**src/rtl/ifmpu_pkg.sv**
```systemverilog
package ifmpu_pkg;
  localparam int unsigned ADDR_W   = 32;
  localparam int unsigned PAGE_LSB = 12;
  localparam int unsigned CODE_W   = 5;

  typedef struct packed {
    logic                        en;
    logic                        sx;
    logic                        ux;
    logic [CODE_W-1:0]           size_code;
    logic [ADDR_W-1:PAGE_LSB]    base;
  } region_cfg_t;
endpackage

```
**src/rtl/ifmpu_regs.sv**
```systemverilog
module ifmpu_regs
  import ifmpu_pkg::*;
#(
  parameter int unsigned N_REG = 4,
  parameter int unsigned AW    = 4,
  parameter int unsigned IDX_W = 2
) (
  input  logic                   clk_i,
  input  logic                   rst_ni,
  input  logic                   cfg_we_i,
  input  logic [AW-1:0]          cfg_addr_i,
  input  logic [31:0]            cfg_wdata_i,
  output logic [31:0]            cfg_rdata_o,
  output region_cfg_t [N_REG-1:0] regions_o,
  output logic                   glb_sx_o,
  output logic                   glb_ux_o,
  input  logic                   fault_i,
  input  logic [ADDR_W-1:0]      fault_addr_i,
  input  logic                   fault_glb_i,
  input  logic [IDX_W-1:0]       fault_idx_i,
  output logic                   irq_o
);
  localparam logic [AW-1:0] OFS_GLB  = AW'(2 * N_REG);
  localparam logic [AW-1:0] OFS_STAT = AW'(2 * N_REG + 1);
  localparam logic [AW-1:0] OFS_FADR = AW'(2 * N_REG + 2);

  region_cfg_t [N_REG-1:0] reg_q;
  logic                    glb_sx_q, glb_ux_q;
  logic                    pend_q, fglb_q;
  logic [IDX_W-1:0]        fidx_q;
  logic [ADDR_W-1:0]       faddr_q;
  logic                    clr;

  for (genvar i = 0; i < N_REG; i++) begin : g_reg
    localparam logic [AW-1:0] OFS_BASE = AW'(2 * i);
    localparam logic [AW-1:0] OFS_ATTR = AW'(2 * i + 1);
    always_ff @(posedge clk_i or negedge rst_ni) begin
      if (!rst_ni) begin
        reg_q[i] <= '0;
      end else if (cfg_we_i) begin
        if (cfg_addr_i == OFS_BASE) reg_q[i].base <= cfg_wdata_i[ADDR_W-1:PAGE_LSB];
        if (cfg_addr_i == OFS_ATTR) begin
          reg_q[i].en        <= cfg_wdata_i[0];
          reg_q[i].sx        <= cfg_wdata_i[1];
          reg_q[i].ux        <= cfg_wdata_i[2];
          reg_q[i].size_code <= cfg_wdata_i[8 +: CODE_W];
        end
      end
    end
  end

  always_ff @(posedge clk_i or negedge rst_ni) begin
    if (!rst_ni) begin
      glb_sx_q <= 1'b1;
      glb_ux_q <= 1'b0;
    end else if (cfg_we_i && cfg_addr_i == OFS_GLB) begin
      glb_sx_q <= cfg_wdata_i[1];
      glb_ux_q <= cfg_wdata_i[2];
    end
  end

  assign clr = cfg_we_i && (cfg_addr_i == OFS_STAT) && cfg_wdata_i[0];

  // first fault wins while pending; a clear in the same cycle admits the new one
  always_ff @(posedge clk_i or negedge rst_ni) begin
    if (!rst_ni) begin
      pend_q  <= 1'b0;
      fglb_q  <= 1'b0;
      fidx_q  <= '0;
      faddr_q <= '0;
    end else if (fault_i && (!pend_q || clr)) begin
      pend_q  <= 1'b1;
      fglb_q  <= fault_glb_i;
      fidx_q  <= fault_idx_i;
      faddr_q <= fault_addr_i;
    end else if (clr) begin
      pend_q  <= 1'b0;
    end
  end

  always_comb begin
    cfg_rdata_o = '0;
    for (int i = 0; i < N_REG; i++) begin
      if (cfg_addr_i == AW'(2 * i))
        cfg_rdata_o[ADDR_W-1:PAGE_LSB] = reg_q[i].base;
      if (cfg_addr_i == AW'(2 * i + 1)) begin
        cfg_rdata_o[0]             = reg_q[i].en;
        cfg_rdata_o[1]             = reg_q[i].sx;
        cfg_rdata_o[2]             = reg_q[i].ux;
        cfg_rdata_o[8 +: CODE_W]   = reg_q[i].size_code;
      end
    end
    if (cfg_addr_i == OFS_GLB) begin
      cfg_rdata_o[1] = glb_sx_q;
      cfg_rdata_o[2] = glb_ux_q;
    end
    if (cfg_addr_i == OFS_STAT) begin
      cfg_rdata_o[0]          = pend_q;
      cfg_rdata_o[1]          = fglb_q;
      cfg_rdata_o[4 +: IDX_W] = fidx_q;
    end
    if (cfg_addr_i == OFS_FADR) cfg_rdata_o = faddr_q;
  end

  assign regions_o = reg_q;
  assign glb_sx_o  = glb_sx_q;
  assign glb_ux_o  = glb_ux_q;
  assign irq_o     = pend_q;

  AST_IRQ_HOLD: assert property (@(posedge clk_i) disable iff (!rst_ni)
    (pend_q && !clr) |=> pend_q);
  AST_FIRST_KEPT: assert property (@(posedge clk_i) disable iff (!rst_ni)
    (pend_q && !clr) |=> ($stable(faddr_q) && $stable(fidx_q) && $stable(fglb_q)));
endmodule

```
**src/rtl/ifmpu_region_match.sv**
```systemverilog
module ifmpu_region_match
  import ifmpu_pkg::*;
(
  input  region_cfg_t       cfg_i,
  input  logic [ADDR_W-1:0] addr_i,
  output logic              hit_o
);
  logic [5:0]                  eff_exp;
  logic [ADDR_W-1:PAGE_LSB]    mask;

  // codes below the page size select the whole address space
  assign eff_exp = (cfg_i.size_code < CODE_W'(PAGE_LSB)) ? 6'd32 : {1'b0, cfg_i.size_code};

  always_comb begin
    for (int k = PAGE_LSB; k < ADDR_W; k++) mask[k] = (6'(k) >= eff_exp);
  end

  assign hit_o = cfg_i.en && (((addr_i[ADDR_W-1:PAGE_LSB] ^ cfg_i.base) & mask) == '0);
endmodule

```
**src/rtl/ifmpu_decide.sv**
```systemverilog
module ifmpu_decide
  import ifmpu_pkg::*;
#(
  parameter int unsigned N_REG = 4,
  parameter int unsigned IDX_W = 2
) (
  input  logic                    clk_i,
  input  logic                    rst_ni,
  input  logic [N_REG-1:0]        hit_i,
  input  region_cfg_t [N_REG-1:0] regions_i,
  input  logic                    glb_sx_i,
  input  logic                    glb_ux_i,
  input  logic                    priv_i,
  output logic                    allow_o,
  output logic                    glb_o,
  output logic [IDX_W-1:0]        idx_o
);
  logic [N_REG-1:0] sel_oh;
  logic             sx, ux;

  assign sel_oh = hit_i & ~(hit_i - N_REG'(1));

  always_comb begin
    idx_o = '0;
    for (int i = N_REG - 1; i >= 0; i--) if (hit_i[i]) idx_o = IDX_W'(i);
  end

  assign glb_o   = (hit_i == '0);
  assign sx      = glb_o ? glb_sx_i : regions_i[idx_o].sx;
  assign ux      = glb_o ? glb_ux_i : regions_i[idx_o].ux;
  assign allow_o = priv_i ? sx : ux;

  AST_SEL_ONEHOT: assert property (@(posedge clk_i) disable iff (!rst_ni)
    $onehot0(sel_oh));
  AST_LOWEST_WINS: assert property (@(posedge clk_i) disable iff (!rst_ni)
    (!glb_o) |-> sel_oh[idx_o]);
endmodule

```
**src/rtl/ifmpu.sv**
```systemverilog
module ifmpu
  import ifmpu_pkg::*;
#(
  parameter int unsigned N_REG = 4,
  parameter int unsigned IDX_W = (N_REG > 1) ? $clog2(N_REG) : 1,
  parameter int unsigned AW    = $clog2(2 * N_REG + 3)
) (
  input  logic              clk_i,
  input  logic              rst_ni,
  input  logic              fetch_valid_i,
  input  logic [ADDR_W-1:0] fetch_addr_i,
  input  logic              fetch_priv_i,
  output logic              bus_valid_o,
  output logic [ADDR_W-1:0] bus_addr_o,
  output logic              irq_o,
  input  logic              cfg_we_i,
  input  logic [AW-1:0]     cfg_addr_i,
  input  logic [31:0]       cfg_wdata_i,
  output logic [31:0]       cfg_rdata_o
);
  region_cfg_t [N_REG-1:0] regions;
  logic                    glb_sx, glb_ux;
  logic [N_REG-1:0]        hit;
  logic                    allow, dec_glb, fault;
  logic [IDX_W-1:0]        dec_idx;

  ifmpu_regs #(.N_REG(N_REG), .AW(AW), .IDX_W(IDX_W)) u_regs (
    .clk_i, .rst_ni, .cfg_we_i, .cfg_addr_i, .cfg_wdata_i, .cfg_rdata_o,
    .regions_o   (regions),
    .glb_sx_o    (glb_sx),
    .glb_ux_o    (glb_ux),
    .fault_i     (fault),
    .fault_addr_i(fetch_addr_i),
    .fault_glb_i (dec_glb),
    .fault_idx_i (dec_idx),
    .irq_o
  );

  for (genvar i = 0; i < N_REG; i++) begin : g_match
    ifmpu_region_match u_match (
      .cfg_i (regions[i]),
      .addr_i(fetch_addr_i),
      .hit_o (hit[i])
    );
    AST_DISABLED_NO_HIT: assert property (@(posedge clk_i) disable iff (!rst_ni)
      !regions[i].en |-> !hit[i]);
  end

  ifmpu_decide #(.N_REG(N_REG), .IDX_W(IDX_W)) u_decide (
    .clk_i, .rst_ni,
    .hit_i    (hit),
    .regions_i(regions),
    .glb_sx_i (glb_sx),
    .glb_ux_i (glb_ux),
    .priv_i   (fetch_priv_i),
    .allow_o  (allow),
    .glb_o    (dec_glb),
    .idx_o    (dec_idx)
  );

  assign fault = fetch_valid_i && !allow;

  always_ff @(posedge clk_i or negedge rst_ni) begin
    if (!rst_ni) begin
      bus_valid_o <= 1'b0;
      bus_addr_o  <= '0;
    end else begin
      bus_valid_o <= fetch_valid_i && allow;
      if (fetch_valid_i) bus_addr_o <= fetch_addr_i;
    end
  end

  AST_ADDR_PASS: assert property (@(posedge clk_i) disable iff (!rst_ni)
    bus_valid_o |-> (bus_addr_o == $past(fetch_addr_i)));
  AST_FWD_NEEDS_REQ: assert property (@(posedge clk_i) disable iff (!rst_ni)
    bus_valid_o |-> $past(fetch_valid_i));
  AST_BLOCK_RAISES_IRQ: assert property (@(posedge clk_i) disable iff (!rst_ni)
    ($past(fetch_valid_i) && !bus_valid_o) |-> irq_o);
endmodule

```
**config.mk**
```make
export PLATFORM = sky130hd
export DESIGN_NAME = ifmpu
export DESIGN_NICKNAME = d
export VERILOG_FILES = /design/src/rtl/ifmpu_pkg.sv /design/src/rtl/ifmpu_regs.sv /design/src/rtl/ifmpu_region_match.sv /design/src/rtl/ifmpu_decide.sv /design/src/rtl/ifmpu.sv
export SDC_FILE = /design/constraint.sdc
export NUM_CORES = 1
export LEC_CHECK = 0
export BUFFER_PORTS_ARGS = -buffer_cell sky130_fd_sc_hd__buf_2
export CAP_MARGIN = 0
export CORE_ASPECT_RATIO = 0.75
export CORE_MARGIN = 2
export CORE_UTILIZATION = 50
export CTS_CLUSTER_SIZE = 25
export DETAILED_ROUTE_END_ITERATION = 12
export PLACE_DENSITY = 0.71
export RECOVER_POWER = 25
export SYNTH_ARGS = -nofsm -noshare
export SYNTH_HDL_FRONTEND = slang
export SYNTH_SLANG_ARGS = --single-unit
export TNS_END_PERCENT = 50
```
**constraint.sdc**
```tcl
create_clock -name clk_i -period 7.9 [get_ports clk_i]
set_clock_uncertainty 0.15 [all_clocks]
set_input_delay 1.185 -clock clk_i [delete_from_list [all_inputs] [get_ports clk_i]]
set_output_delay 1.185 -clock clk_i [all_outputs]
set_load 0.01 [all_outputs]
```
## Word-level counts from Yosys, hierarchy flattened

Cells that the tools add are included.

| storage, ports and cells | value |
|---|---|
| word-level logic and storage cells | 190 |
| output and inout bits | 66 |
| bits of input ports | 73 |
| flip-flop bits (word level) | 183 |

| operators by class | value |
|---|---|
| bitwise operators | 8 |
| reductions and logical operators | 28 |
| multiplexer cells | 31 |
| order comparisons | 85 |
| eq/ne operators | 10 |

Operator list:

| kind | number |
|---|---|
| 5-bit by 6-bit greater-or-equal comparator with 1-bit output (first input constant) | 64 |
| 4-bit by 6-bit greater-or-equal comparator with 1-bit output (first input constant) | 16 |
| 20-bit AND | 4 |
| 20-bit logical NOT | 4 |
| 20-bit 2-to-1 mux | 4 |
| 20-bit bitwise XOR | 4 |
| 28-bit binary-select mux with 2-bit select | 1 |
| 32-bit 2-to-1 mux | 1 |
| 27-bit 2-to-1 mux | 1 |
| 6-bit 2-to-1 mux | 4 |
| 5-bit by 4-bit less-than comparator with 1-bit output (second input constant) | 4 |
| 5-bit 2-to-1 mux | 4 |
| 4-bit by 3-bit == test with 1-bit output (second input constant) | 4 |
| 2-bit AND reduction | 8 |
| 2-bit 2-to-1 mux | 7 |
| 4-bit == test (second input constant) | 3 |
| 3-bit 2-to-1 mux | 4 |
| 1-bit logical AND | 10 |
| 4-bit by 2-bit == test with 1-bit output (second input constant) | 2 |
| 4-bit logical NOT | 2 |
| 1-bit 2-to-1 mux | 5 |
| 4-bit by 1-bit == test with 1-bit output (second input constant) | 1 |
| 2-bit by 3-bit less-than comparator with 1-bit output (second input constant) | 1 |
| 1-bit logical NOT | 2 |
| other kinds (2) | 2 |

## Logic depth before layout (Yosys ltp)

Gate-level depths: netlist of the first run.

| logic depth | value |
|---|---|
| depth after elaboration | 18 |
| gate-level depth with buffers | 11 |

## By module

Synthesis of the first run repeated with hierarchy kept, for this count alone.

| second synthesis, totals | value |
|---|---|
| cells, all modules | 943 |
| area, all modules | 10,501.3 µm² |

By module, submodules not included:

| module | area each (µm²) | seq. area each (µm²) | cells each | times used |
|---|---|---|---|---|
| ifmpu_regs | 7,056.8 | 3,754.9 | 567 | 1 |
| ifmpu_region_match | 483.0 | 0.0 | 70 | 4 |
| ifmpu | 1,370.1 | 825.8 | 71 | 1 |
| ifmpu_decide | 142.6 | 0.0 | 25 | 1 |

## Least setup slack after synthesis of the first run

Ideal clock, no wire load.

| timing path | value |
|---|---|
| kind | input to output |
| start | input port cfg_addr_i[0] |
| end | output port cfg_rdata_o[1] |
| stages on the path | 7 |
| arrival time | 2,645 ps |
| path buffers | 1 |
| required time | 6,565 ps |
| slack | 3,920 ps |
| cell sequence | clkbuf_1 > nand2b_1 > nor3_1 > a22oi_1 > a31oi_1 > a21oi_1 > a21oi_1 |

| between the ends | value |
|---|---|
| word-level cells in the longest chain between the ends | 8 |

Ends and longest elaborated chain:

| what | line | source |
|---|---|---|
| from (decl) | ifmpu.sv:17 | `input logic [AW-1:0] cfg_addr_i,` |
| 4-bit by 1-bit == test with 1-bit output | ifmpu_regs.sv:86 | `if (cfg_addr_i == AW'(2 * i + 1)) begin` |
| 3-bit 2-to-1 mux (4 in series) | ifmpu_regs.sv:86 |  |
| 2-bit 2-to-1 mux | ifmpu_regs.sv:93 | `if (cfg_addr_i == OFS_GLB) begin` |
| 2-bit 2-to-1 mux | ifmpu_regs.sv:97 | `if (cfg_addr_i == OFS_STAT) begin` |
| 32-bit 2-to-1 mux * | ifmpu_regs.sv:102 | `if (cfg_addr_i == OFS_FADR) cfg_rdata_o = faddr_q;` |
| to (decl) | ifmpu.sv:19 | `output logic [31:0] cfg_rdata_o` |

Every way passes the cells marked *; elsewhere a longest branch is shown, timed or not.

## Final worst setup path of the first run

| timing path | value |
|---|---|
| start | input port fetch_addr_i[30] |
| end | register u_regs.faddr_q[24] |

| between the ends | value |
|---|---|
| word-level cells in the longest chain between the ends | 15 |

Ends and longest elaborated chain:

| what | line | source |
|---|---|---|
| from (decl) | ifmpu.sv:11 | `input logic [ADDR_W-1:0] fetch_addr_i,` |
| 20-bit bitwise XOR | ifmpu_region_match.sv:18 | `assign hit_o = cfg_i.en && (((addr_i[ADDR_W-1:PAGE_LSB] ^ cfg_i.base) & mask) == '0);` |
| 20-bit AND | ifmpu_region_match.sv:18 |  |
| 20-bit logical NOT | ifmpu_region_match.sv:18 |  |
| 1-bit logical AND | ifmpu_region_match.sv:18 |  |
| 2-bit 2-to-1 mux (4 in series) | ifmpu_decide.sv:25 | `for (int i = N_REG - 1; i >= 0; i--) if (hit_i[i]) idx_o = IDX_W'(i);` |
| 28-bit binary-select mux with 2-bit select | ifmpu_decide.sv:29, ifmpu_decide.sv:30 |  |
| 27-bit 2-to-1 mux (implied by the code) | ifmpu_decide.sv:29 | `assign sx = glb_o ? glb_sx_i : regions_i[idx_o].sx;` |
| 1-bit 2-to-1 mux (on tied branches) | ifmpu_decide.sv:30, ifmpu_decide.sv:29 |  |
| 1-bit 2-to-1 mux * | ifmpu_decide.sv:31 | `assign allow_o = priv_i ? sx : ux;` |
| 1-bit logical NOT * | ifmpu.sv:61 | `assign fault = fetch_valid_i && !allow;` |
| 1-bit logical AND * | ifmpu.sv:61 |  |
| 1-bit logical AND * | ifmpu_regs.sv:71 | `end else if (fault_i && (!pend_q \|\| clr)) begin` |
| to (signal assigned) | ifmpu_regs.sv:75 | `faddr_q <= fault_addr_i;` |
| to (decl) | ifmpu_regs.sv:31 | `logic [ADDR_W-1:0] faddr_q;` |

Every way passes the cells marked *; elsewhere a longest branch is shown, timed or not. The select of a mux whose other input is x is not followed.
A chain may end at the register's enable or synchronous reset.

==> results.md, run 1 <==
* Status: finished clean
* Worst skew pair latency at about 0.44 ns
* FF-to-FF path depth at 10
* Core area at ~19000 um^2
* M3 GR Usage at under 10%
* Count of warnings emitted by yosys at 0
* Fin Setup TNS at 0 ns
* Top_reg_cell synth: dfrtp_1
* Largest net degree at the start of global routing at between 100 and 150
* Clk network pwr share at between 20 and 30%
* Dpl ws at 2.521 ns
* IO Port Bufs at roughly 130
* CTS sink cnt at around 180
* Filler Cell Count at approximately 1600
* Synth unique cells at 59
* Fin. max-slew vios at 0
* R2R Setup Slk at 3.11 ns
* End point of the critical path: u_regs.faddr_q[24]
* Gr busiest metal: met2
* Initial DRC Count at roughly 700
* CTS tree: done
* Slowest cell on the critical path: a22oi_4
* Initial antenna violation count at 1
* Combinational share of power at about a quarter
* GPL Wtd Cong at between 0.9 and 1
* Die footprint at roughly 21000 um^2
* Drt pass-1 iters at 5
* Synth top area cells: dfrtp_1 47%, mux2_2 17%, mux2_4 4.6%
* Routed WL at 27200 um
* Num CTS Buffers at 17
* Worst path bufs/invs at 2
* Setup ws final at 2.883 ns
* Drc violations at 0
* Synth Register Bits at 183
* Final ANT Viol Nets at 0
* CTS root buf: clkbuf_16
* Final hold vios at 0
* Crit-path max FO at 19
* Final net count at just over 1000
* Async SR Flop Fraction at 100.0%
* Vias per std cell at between 6 and 7
* Global-route met2 utilization at roughly two fifths
* Count leader, synth: dfrtp_1
* Post-CTS Setup Bufs at 0
* DR vias at approximately 7400
* Die X at 165.6 um
* Fin crit share at between 60% and 70%
* Global Route met1 Usage at approximately two fifths
* Post-synth top cells: 182 x dfrtp_1, 151 x mux2_2, 53 x nand2_1
* Syn Area/Cell at around 12 um^2
* CP endpoint kind: flop
* Fmax at 0.1993 GHz
* RSZ-0062 raised after global routing: false
* Seq/Total Area, Yosys at 46.77%
* Switch share at between 30% and 40%
* Worst flop-to-flop path endpoint: u_regs.faddr_q[24]
* CP Class: in2reg
* Hold crit path type: reg2reg
* Pin slew with the least headroom to its limit at ~1.2 ns
* Die height at between 100 and 150 um
* Post-synth EDFFs at 0
* Synth area leader: dfrtp_1
* Global route total overflow at 0
* Flop pwr share at 45.8%
* CP Cell Sequence: buf_2 > xor2_1 > a211oi_1 > o32ai_1 > nor4_1 > nand2_1 > mux2i_1 > a211o_1 > a22oi_4 > buf_4 > mux2_2
* P_int at 0.002129 W
* RR Startpoint: u_regs.regions_o[106]
* PwrDens at between 200 and 300 nW/um^2
* Boundary pin count at 139
* Crit-path max cell delay at between 0.8 and 0.9 ns
* Critical Path AT at between 5 and 6 ns
* Post-CTS resize count at 0
* Initial core utilization at ~51%
* Leak Pwr at between 5 and 6 nW
* Synth Cell Area at around 9800 um^2
* Cells after Synth at 850
* DR WL/cell at between 20 and 25 um
* Required @ worst endpoint at 8.08 ns
* First-pass GRT wire length at between 40000 and 50000 um
* Critical path's top delay family: compound AO/OA/AOI/OAI gates
* WP depth at 11
* Syn_nets at 923
* Max clock buf depth at 2
* Synth-to-Final Area Change at 14.25%
* CTS hold repair buffers at 0
* Maximum vdd drop at about 0.00013 V
* Period minus WS final at 5.017 ns
* CP startpoint kind: input pin
* Psw at around 0.001 W
* Vias in the first global route at between 7000 and 8000
* Hpwl dp at between 15000 and 20000 um
* Relative slew slack at 19.48%
* Max cap viols at 0
* Synth top area share at 46.51%
* Setup violators final at 0
* Total GRT Usage at a little over a quarter
* H-Tree Depth at 4
* Rows at 44
* Crit. Startpoint: fetch_addr_i[30]
* Share of cells above drive strength 1 at approximately two fifths
* Clock slew seen by the registers of the worst setup and hold paths at approximately 0.070 ns
-- layout make-up --
cell class	instances	area, um^2	share of cell area (%)
Antenna cell	1	2.502	0.02237
Clock buffer	19	452.9	4.048
Clock inverter	13	170.2	1.521
Inverter	8	30.03	0.2684
Multi-Input combinational cell	591	4901	43.80
Timing Repair Buffer	141	734.5	6.565
Tap cell	253	316.6	2.829
Sequential cell	183	4581	40.94
-- worst min path at each step --
stage	from	to	slack, ns	cells after the start
after floorplan	u_regs.faddr_q[3]	u_regs.faddr_q[3]	0.32	1
after detailed placement	bus_addr_o[19]	bus_addr_o[19]	0.34	1
after global placement	bus_addr_o[0]	bus_addr_o[0]	0.33	1
after global routing	bus_addr_o[6]	bus_addr_o[6]	0.37	1
after CTS	bus_addr_o[19]	bus_addr_o[19]	0.36	1
final	bus_addr_o[13]	bus_addr_o[13]	0.35	1
-- cell usage in the layout (no fill, tap or decap), types with 10 or more instances in the layout --
cell	netlist	final
o21ai_0	23	23
nand2_1	53	53
mux2_4	30	30
nand3_1	26	26
xor2_1	45	45
xnor2_1	34	34
a22oi_1	51	51
dfrtp_1	182	182
mux2_2	151	151
buf_2	15	132
clkbuf_16	0	17
nor2_1	29	28
a21oi_1	25	25
a31oi_1	10	10
nand2b_1	11	11
-- routing by layer --
layer	wire length, um	share of wire, %
met2	11880	44
met5	13	0.048
met4	430	1.6
met3	2464	9.1
met1	12410	46
-- metrics by stage --
step	instance area (um^2)	hold WS (ns)	power, W	util (%)	cells
6_report	11190	0.3512	0.003147	58.06	1209
2_1_floorplan	9793	0.3229	0.001963	-	850
4_1_cts	11190	0.3557	0.003145	58.05	1208
3_3_place_gp	10560	0.3337	0.002205	54.82	1176
5_1_grt	11190	0.3666	0.003296	58.05	1208
3_5_place_dp	10560	0.3401	0.002234	54.82	1176
-- sequential cells by signal, summed over array words and instances, names as in the netlist --
signal            cells
u_regs.regions_o    112
bus_addr_o           32
u_regs.faddr_q       32
u_regs.fidx_q         2
bus_valid_o           1
u_regs.fglb_q         1
u_regs.glb_sx_o       1
u_regs.glb_ux_o       1
u_regs.irq_o          1
-- cells by family after synthesis --
group / after synthesis / synth area share, %
and+or+nand+nor: 163 / 7.998
xor gates and xnor gates: 80 / 7.231
muxes: 184 / 22.40
DFF: 183 / 46.77
buffers and inverters: 76 / 3.488
AOI/OAI and AO/OA: 163 / 12.01
adders and majority gates: 1 / 0.1022
-- power groups by stage --
stage	registers, W	clock network [W]	logic, W
6_report	0.00144	0.000906	0.000799
5_1_grt	0.00147	0.000958	0.000865
4_1_cts	0.00143	0.000919	0.000795
2_1_floorplan	0.00134	0	0.000626
3_3_place_gp	0.00143	0	0.000771
3_5_place_dp	0.00144	0	0.000789
No activity file was read; power rests on OpenSTA's default activity.
==> run 2: changes to the inputs <==
--- a/config.mk
+++ b/config.mk
@@ -12,7 +12,7 @@
 export CORE_UTILIZATION = 50
 export CTS_CLUSTER_SIZE = 25
 export DETAILED_ROUTE_END_ITERATION = 12
-export PLACE_DENSITY = 0.71
+export PLACE_DENSITY = 0.74
 export RECOVER_POWER = 25
 export SYNTH_ARGS = -nofsm -noshare
 export SYNTH_HDL_FRONTEND = slang
==> constraint.sdc (replaced) <==
create_clock -name clk_i -period 4.11 [get_ports clk_i]
set_clock_uncertainty 0.15 [all_clocks]
set_input_delay 0.6165 -clock clk_i [delete_from_list [all_inputs] [get_ports clk_i]]
set_output_delay 0.6165 -clock clk_i [all_outputs]
set_load 0.01 [all_outputs]
==> run 2 against run 1 <==
Against the previous run: the run now ends with capacitance limit, slew limit left; critical path depth fell by 1; first-iteration DRC count fell by 3.9%; register-to-register slack got worse by 2.7 ns; wire length down 0.40%; design area is 0.57% higher; combinational power is 94% higher; sequential power up 92%; global-route usage grew 0.35 points; critical endpoint unchanged; cell count is 0.99% higher; utilization grew 0.33 points; count of clock-buffer cells in the layout up 1; sequential share of layout area fell by 0.23 points.
==> results.md, run 2 (same netlist as run 1, synthesis figures left out) <==
* Status: finished, violations left (was finished clean)
* Placed cell count at 1189 (was 1176)
* Relative slew slack at -46.90% (was 19.48%)
* Post-CTS resize count at 0 (unchanged)
* Most frequent cells in the layout: 182 x dfrtp_1, 151 x mux2_2, 132 x buf_2 (unchanged)
* Clk network pwr share at 27.9% (was 28.8%)
* P_int at 0.004026 W (was 0.002129 W)
* Fin. max-slew vios at 87 (was 0)
* Placed Instance Area at 10680 um^2 (was 10560 um^2)
* Hpwl dp at 19200 um (was 18530 um)
* Die X at 165.6 um (unchanged)
* CTS hold repair buffers at 0 (unchanged)
* Share of cells above drive strength 1 at 39.05% (was 38.43%)
* Final ANT Viol Nets at 0 (unchanged)
* CP startpoint kind: flop (was input pin)
* First-pass GRT wire length at 43030 um (was 42370 um)
* Worst skew pair latency at 0.44 ns (about the same)
* Total GRT Usage at 26.79% (was 26.44%)
* Routed WL at 27090 um (was 27200 um)
* PwrDens at 531.0 nW/um^2 (was 281.3 nW/um^2)
* Max cap viols at 1 (was 0)
* Flop pwr share at 46.2% (was 45.8%)
* Period minus WS final at 3.706 ns
* Post-Layout Cell Count at 1221 (was 1209)
* DR vias at 7436 (was 7416)
* Critical Path AT at 3.88 ns (was 5.19 ns)
* Crit-path max FO at 22 (was 19)
* Post-CTS Setup Bufs at 0 (unchanged)
* Num CTS Buffers at 17 (unchanged)
* Failing checks: capacitance limit, slew limit
* Switch share at 32.62% (was 32.36%)
* Final net count at 1028 (was 1015)
* CP Class: reg2reg (was in2reg)
* Initial DRC Count at 670 (was 697)
* Fin Setup TNS at 0 ns (unchanged)
* Global route total overflow at 0 (unchanged)
* Initial core utilization at 50.82% (unchanged)
* Required @ worst endpoint at 4.28 ns (was 8.08 ns)
* Vias per std cell at 6.090 (was 6.134)
* Fin crit share at between 90% and 100%
* FF-to-FF path depth at 10 (unchanged)
* CTS sink cnt at 183 (unchanged)
* Combinational share of power at 25.9% (was 25.4%)
* Boundary pin count at 139 (unchanged)
* Leak Pwr at 5.178 nW (was 5.128 nW)
* Filler Cell Count at 1638 (was 1623)
* IO Port Bufs at 133 (unchanged)
* Fmax at approximately 0.27 GHz
* Largest net degree at the start of global routing at 87 (was 114)
* H-Tree Depth at 4 (unchanged)
* Max reg flops at 112 (unchanged)
* Max clock buf depth at 2 (unchanged)
* Core area at 19270 um^2 (unchanged)
* Final hold vios at 0 (unchanged)
* CP endpoint kind: flop (unchanged)
* CTS root buf: clkbuf_16 (unchanged)
* Die footprint at 20730 um^2 (unchanged)
* Die height at 125.2 um (unchanged)
* DR WL/cell at 22.19 um (was 22.50 um)
* Hold path depth at 2 (was 1)
* Initial antenna violation count at 1 (unchanged)
* Clock slew seen by the registers of the worst setup and hold paths at 0.07 ns (about the same)
* Commonest non-fill, non-tap cell in the layout: dfrtp_1 (unchanged)
* Drc violations at 0 (unchanged)
* RSZ-0062 raised after global routing: false (unchanged)
* Tot Pwr at 0.005975 W (was 0.003147 W)
* Synth-to-Final Area Change at 14.90% (was 14.25%)
* Hold crit path type: in2reg (was reg2reg)
* Maximum vdd drop at 0.0002775 V (was 0.0001305 V)
* CTS tree: done (unchanged)
* Psw at 0.001949 W (was 0.001018 W)
* GPL Wtd Cong at 0.9452 (was 0.9101)
* Drt pass-1 iters at 5 (unchanged)
* Vias in the first global route at 7315 (was 7305)
* Ant diodes at 0 (was 1)
* Pin slew with the least headroom to its limit at 2.204 ns (was 1.205 ns)
* Rows at 44 (unchanged)
* Setup violators final at 0 (unchanged)
* Finished Cell Area at 11250 um^2 (was 11190 um^2)
-- run 2: cell count changes in the layout (fill, tap and decap cells not counted), moves of 2 or more --
cell      change
inv_6         +2
clkinv_4      -2
clkbuf_2      +2
buf_4        +10
buf_12        +2
clkbuf_8      -2
clkbuf_1      +2
-- run 2: final cells by class --
class | count | area [um^2] | share of cell area (%)
multi-input combinational | 591 | 4890 | 43.46
sequential | 183 | 4581 | 40.71
timing repair buffer | 154 | 845.8 | 7.517
clock buffer | 20 | 446.7 | 3.970
tap | 253 | 316.6 | 2.813
clock inverter | 12 | 142.6 | 1.268
inverter | 8 | 30.03 | 0.2669
-- run 2: layer usage --
metal  global-route usage (%)  share of wire, %
met1                    39.88                46
met5                        0             0.048
met4                    5.678               1.0
met2                    40.86                45
met3                    5.350               7.9
-- run 2: power by group through the flow --
stage,Clock [W],Combinational (W),Sequential (W)
after floorplan,0,0.00120,0.00257
after global placement,0,0.00149,0.00275
after detailed placement,0,0.00153,0.00277
after CTS,0.00168,0.00154,0.00275
after global routing,0.00176,0.00167,0.00283
final,0.00166,0.00155,0.00276
-- run 2: through the flow --
| stage | worst slack [ns] | hold WS (ns) | util [%] |
|---|---|---|---|
| after floorplan | 0.7457 | 0.1709 | - |
| after global placement | 0.4556 | 0.3341 | 55.45 |
| after detailed placement | 0.4279 | 0.3394 | 55.45 |
| after CTS | 0.4806 | 0.1199 | 58.51 |
| after global routing | 0.1656 | 0.2666 | 58.40 |
| final | 0.4045 | 0.2741 | 58.40 |
-- run 2: worst paths after layout --
| check | start | endpoint | slack (ns) |
|---|---|---|---|
| min reg2reg | bus_addr_o[6] | bus_addr_o[6] | 0.35 |
| max | u_regs.regions_o[106] | u_regs.faddr_q[24] | 0.40 |
| max in group asynchronous | rst_ni | bus_addr_o[24] | 0.80 |
| max reg2reg | u_regs.regions_o[106] | u_regs.faddr_q[24] | 0.40 |
| min | fetch_addr_i[10] | u_regs.faddr_q[10] | 0.27 |
| min in group asynchronous | rst_ni | bus_addr_o[15] | 0.65 |
-- run 2: worst max-delay path, stage by stage (launching register included) --
cell and delay (ns):
dfrtp_1 0.67, a21o_1 0.37, a21oi_1 0.12, o32a_1 0.37, o211ai_1 0.28, nand2_1 0.22
mux2i_1 0.18, a211o_1 0.35, a22oi_4 0.25, buf_12 0.25, mux2_2 0.36
==> run 3: changes to the inputs <==
--- a/config.mk
+++ b/config.mk
@@ -12,6 +12,7 @@
 export CORE_UTILIZATION = 50
 export CTS_CLUSTER_SIZE = 25
 export DETAILED_ROUTE_END_ITERATION = 12
+export GPL_TIMING_DRIVEN = 0
 export PLACE_DENSITY = 0.74
 export RECOVER_POWER = 25
 export SYNTH_ARGS = -nofsm -noshare
==> run 3 against run 2 <==
Against the previous run: largest power group unchanged; utilization grew 0.45 points; the flow still finishes with violations (capacitance limit, slew limit); power up 4.7%; design area up 0.78%; via count rose by 2.9%; setup slack lost 0.17 ns; sequential share of layout area decreased by 0.31 points.
==> results.md, run 3 (same netlist as run 1, synthesis figures left out) <==
* Tot Pwr at 0.006254 W (was 0.005975 W)
* Post-Layout Cell Count at 1245 (was 1221)
* Fin crit share at 94.38% (was 90.16%)
* Max reg flops at 112 (unchanged)
* Maximum vdd drop at 0.0002830 V (was 0.0002775 V)
* Die height at 125.2 um (unchanged)
* Total GRT Usage at 29.10% (was 26.79%)
* Die X at 165.6 um (unchanged)
* DR vias at 7653 (was 7436)
* Share of cells above drive strength 1 at 35.58% (was 39.05%)
* Rows at 44 (unchanged)
* Final ANT Viol Nets at 0 (unchanged)
* Drt pass-1 iters at 7 (was 5)
* Drc violations at 0 (unchanged)
* Die footprint at 20730 um^2 (unchanged)
* Critical Path AT at 3.11 ns (was 3.88 ns)
* Max clock buf depth at 2 (unchanged)
* Final net count at 1052 (was 1028)
* RSZ-0062 raised after global routing: false (unchanged)
* Vias in the first global route at 7626 (was 7315)
* IO Port Bufs at 107 (was 133)
* Synth-to-Final Area Change at 15.79% (was 14.90%)
* Pin slew with the least headroom to its limit at 2.328 ns (was 2.204 ns)
* Clock slew seen by the registers of the worst setup and hold paths at 0.07 ns (about the same)
* Fmax at 0.2578 GHz (was 0.2699 GHz)
* Finished Cell Area at 11340 um^2 (was 11250 um^2)
* Worst skew pair latency at 0.44 ns (about the same)
* CTS root buf: clkbuf_16 (unchanged)
* Routed WL at 29680 um (was 27090 um)
* Final hold vios at 0 (unchanged)
* CP startpoint kind: input pin (was flop)
* CP endpoint kind: primary output (was flop)
* Ant diodes at 0 (unchanged)
* Max cap viols at 1 (unchanged)
* FF-to-FF path depth at 11 (was 10)
* Leak Pwr at 5.161 nW (was 5.178 nW)
* CTS sink cnt at 183 (unchanged)
* Most frequent cells in the layout: 182 x dfrtp_1, 151 x mux2_2, 121 x buf_2 (was 182 x dfrtp_1, 151 x mux2_2, 132 x buf_2)
* Hold path depth at 2 (unchanged)
* Num CTS Buffers at 17 (unchanged)
* Hpwl dp at 21260 um (was 19200 um)
* Crit-path max FO at 10 (was 22)
* Period minus WS final at 3.879 ns (was 3.706 ns)
* Boundary pin count at 139 (unchanged)
* Relative slew slack at -55.21% (was -46.90%)
* Status: finished, violations left (unchanged)
* Required @ worst endpoint at 3.34 ns (was 4.28 ns)
* Vias per std cell at 6.147 (was 6.090)
* Initial antenna violation count at 0 (was 1)
* DR WL/cell at 23.84 um (was 22.19 um)
* Failing checks: capacitance limit, slew limit (unchanged)
* Placed Instance Area at 10680 um^2 (about the same)
* Setup violators final at 0 (unchanged)
* First-pass GRT wire length at 45840 um (was 43030 um)
* CTS hold repair buffers at 0 (unchanged)
* Commonest non-fill, non-tap cell in the layout: dfrtp_1 (unchanged)
* Hold crit path type: in2reg (unchanged)
* Global route total overflow at 0 (unchanged)
* CTS tree: done (unchanged)
* Initial DRC Count at 911 (was 670)
* CP Class: in2out (was reg2reg)
* Largest net degree at the start of global routing at 95 (was 87)
* Initial core utilization at 50.82% (unchanged)
* Fin. max-slew vios at 95 (was 87)
* Core area at 19270 um^2 (unchanged)
* H-Tree Depth at 4 (unchanged)
* Placed cell count at 1211 (was 1189)
* Fin Setup TNS at 0 ns (unchanged)
* PwrDens at 551.5 nW/um^2 (was 531.0 nW/um^2)
* GPL Wtd Cong at 0.9758 (was 0.9452)
## run 3: worst paths after layout
kind                                        from                  to  slack [ns]
max in group asynchronous                 rst_ni      bus_addr_o[25]        0.67
setup reg to reg           u_regs.regions_o[106]  u_regs.faddr_q[15]        0.25
setup / recovery                   cfg_addr_i[1]      cfg_rdata_o[0]        0.23
hold / removal                   fetch_addr_i[2]   u_regs.faddr_q[2]        0.27
hold reg to reg                   bus_addr_o[19]      bus_addr_o[19]        0.35
min in group asynchronous                 rst_ni      bus_addr_o[16]        0.71
## run 3: stage by stage
stage	hold WS [ns]	setup WS [ns]	util, %
after floorplan	0.1709	0.7457	-
after global placement	0.3341	-0.7572	55.25
after detailed placement	0.3395	-0.2567	55.44
after CTS	0.06715	0.1655	59.00
after global routing	0.2571	0.03775	58.85
final	0.2681	0.2308	58.85
## run 3: timing repair
| action | in CTS | in global routing |
|---|---|---|
| hold endpoints to repair | 0 | 0 |
| resized for setup | 1 | 2 |
| pin swaps | 1 | 1 |
| buffers inserted | 2 | 0 |
| setup endpoints to repair | 30 | 35 |
## run 3: critical path, stage by stage
cell and delay [ns]:
clkbuf_1 0.31, nand2b_1 0.16, nor2_1 0.81, clkbuf_1 0.70
a22oi_1 0.20, nand3_1 0.16, buf_2 0.14
## run 3: power by group
| part | internal (W) | leakage (nW) | switching, W |
|---|---|---|---|
| Clock | 0.00110 | 0.321 | 0.000778 |
| Sequential | 0.00227 | 2.21 | 0.000380 |
| Combinational | 0.000849 | 2.63 | 0.000876 |
## run 3: layout make-up
type / instances / area, um^2
inverters: 8 / 30.03
plain buffers: 68 / 312.8
fillers: 1631 / 7929
multi-input cells: 591 / 4877
clock inverters: 14 / 235.2
well taps: 253 / 316.6
clock buffers: 18 / 429.2
flip-flops and latches: 183 / 4581
repair buffers: 110 / 558.0
## run 3: layer usage
metal  global-route usage, %  wire, um  up-vias
met1                   41.98     13130     3887
met3                   8.959      3086       49
li1                        -         -     3340
met2                   42.37     12790      377
met4                   8.491       669        0
met5                       0         0        -
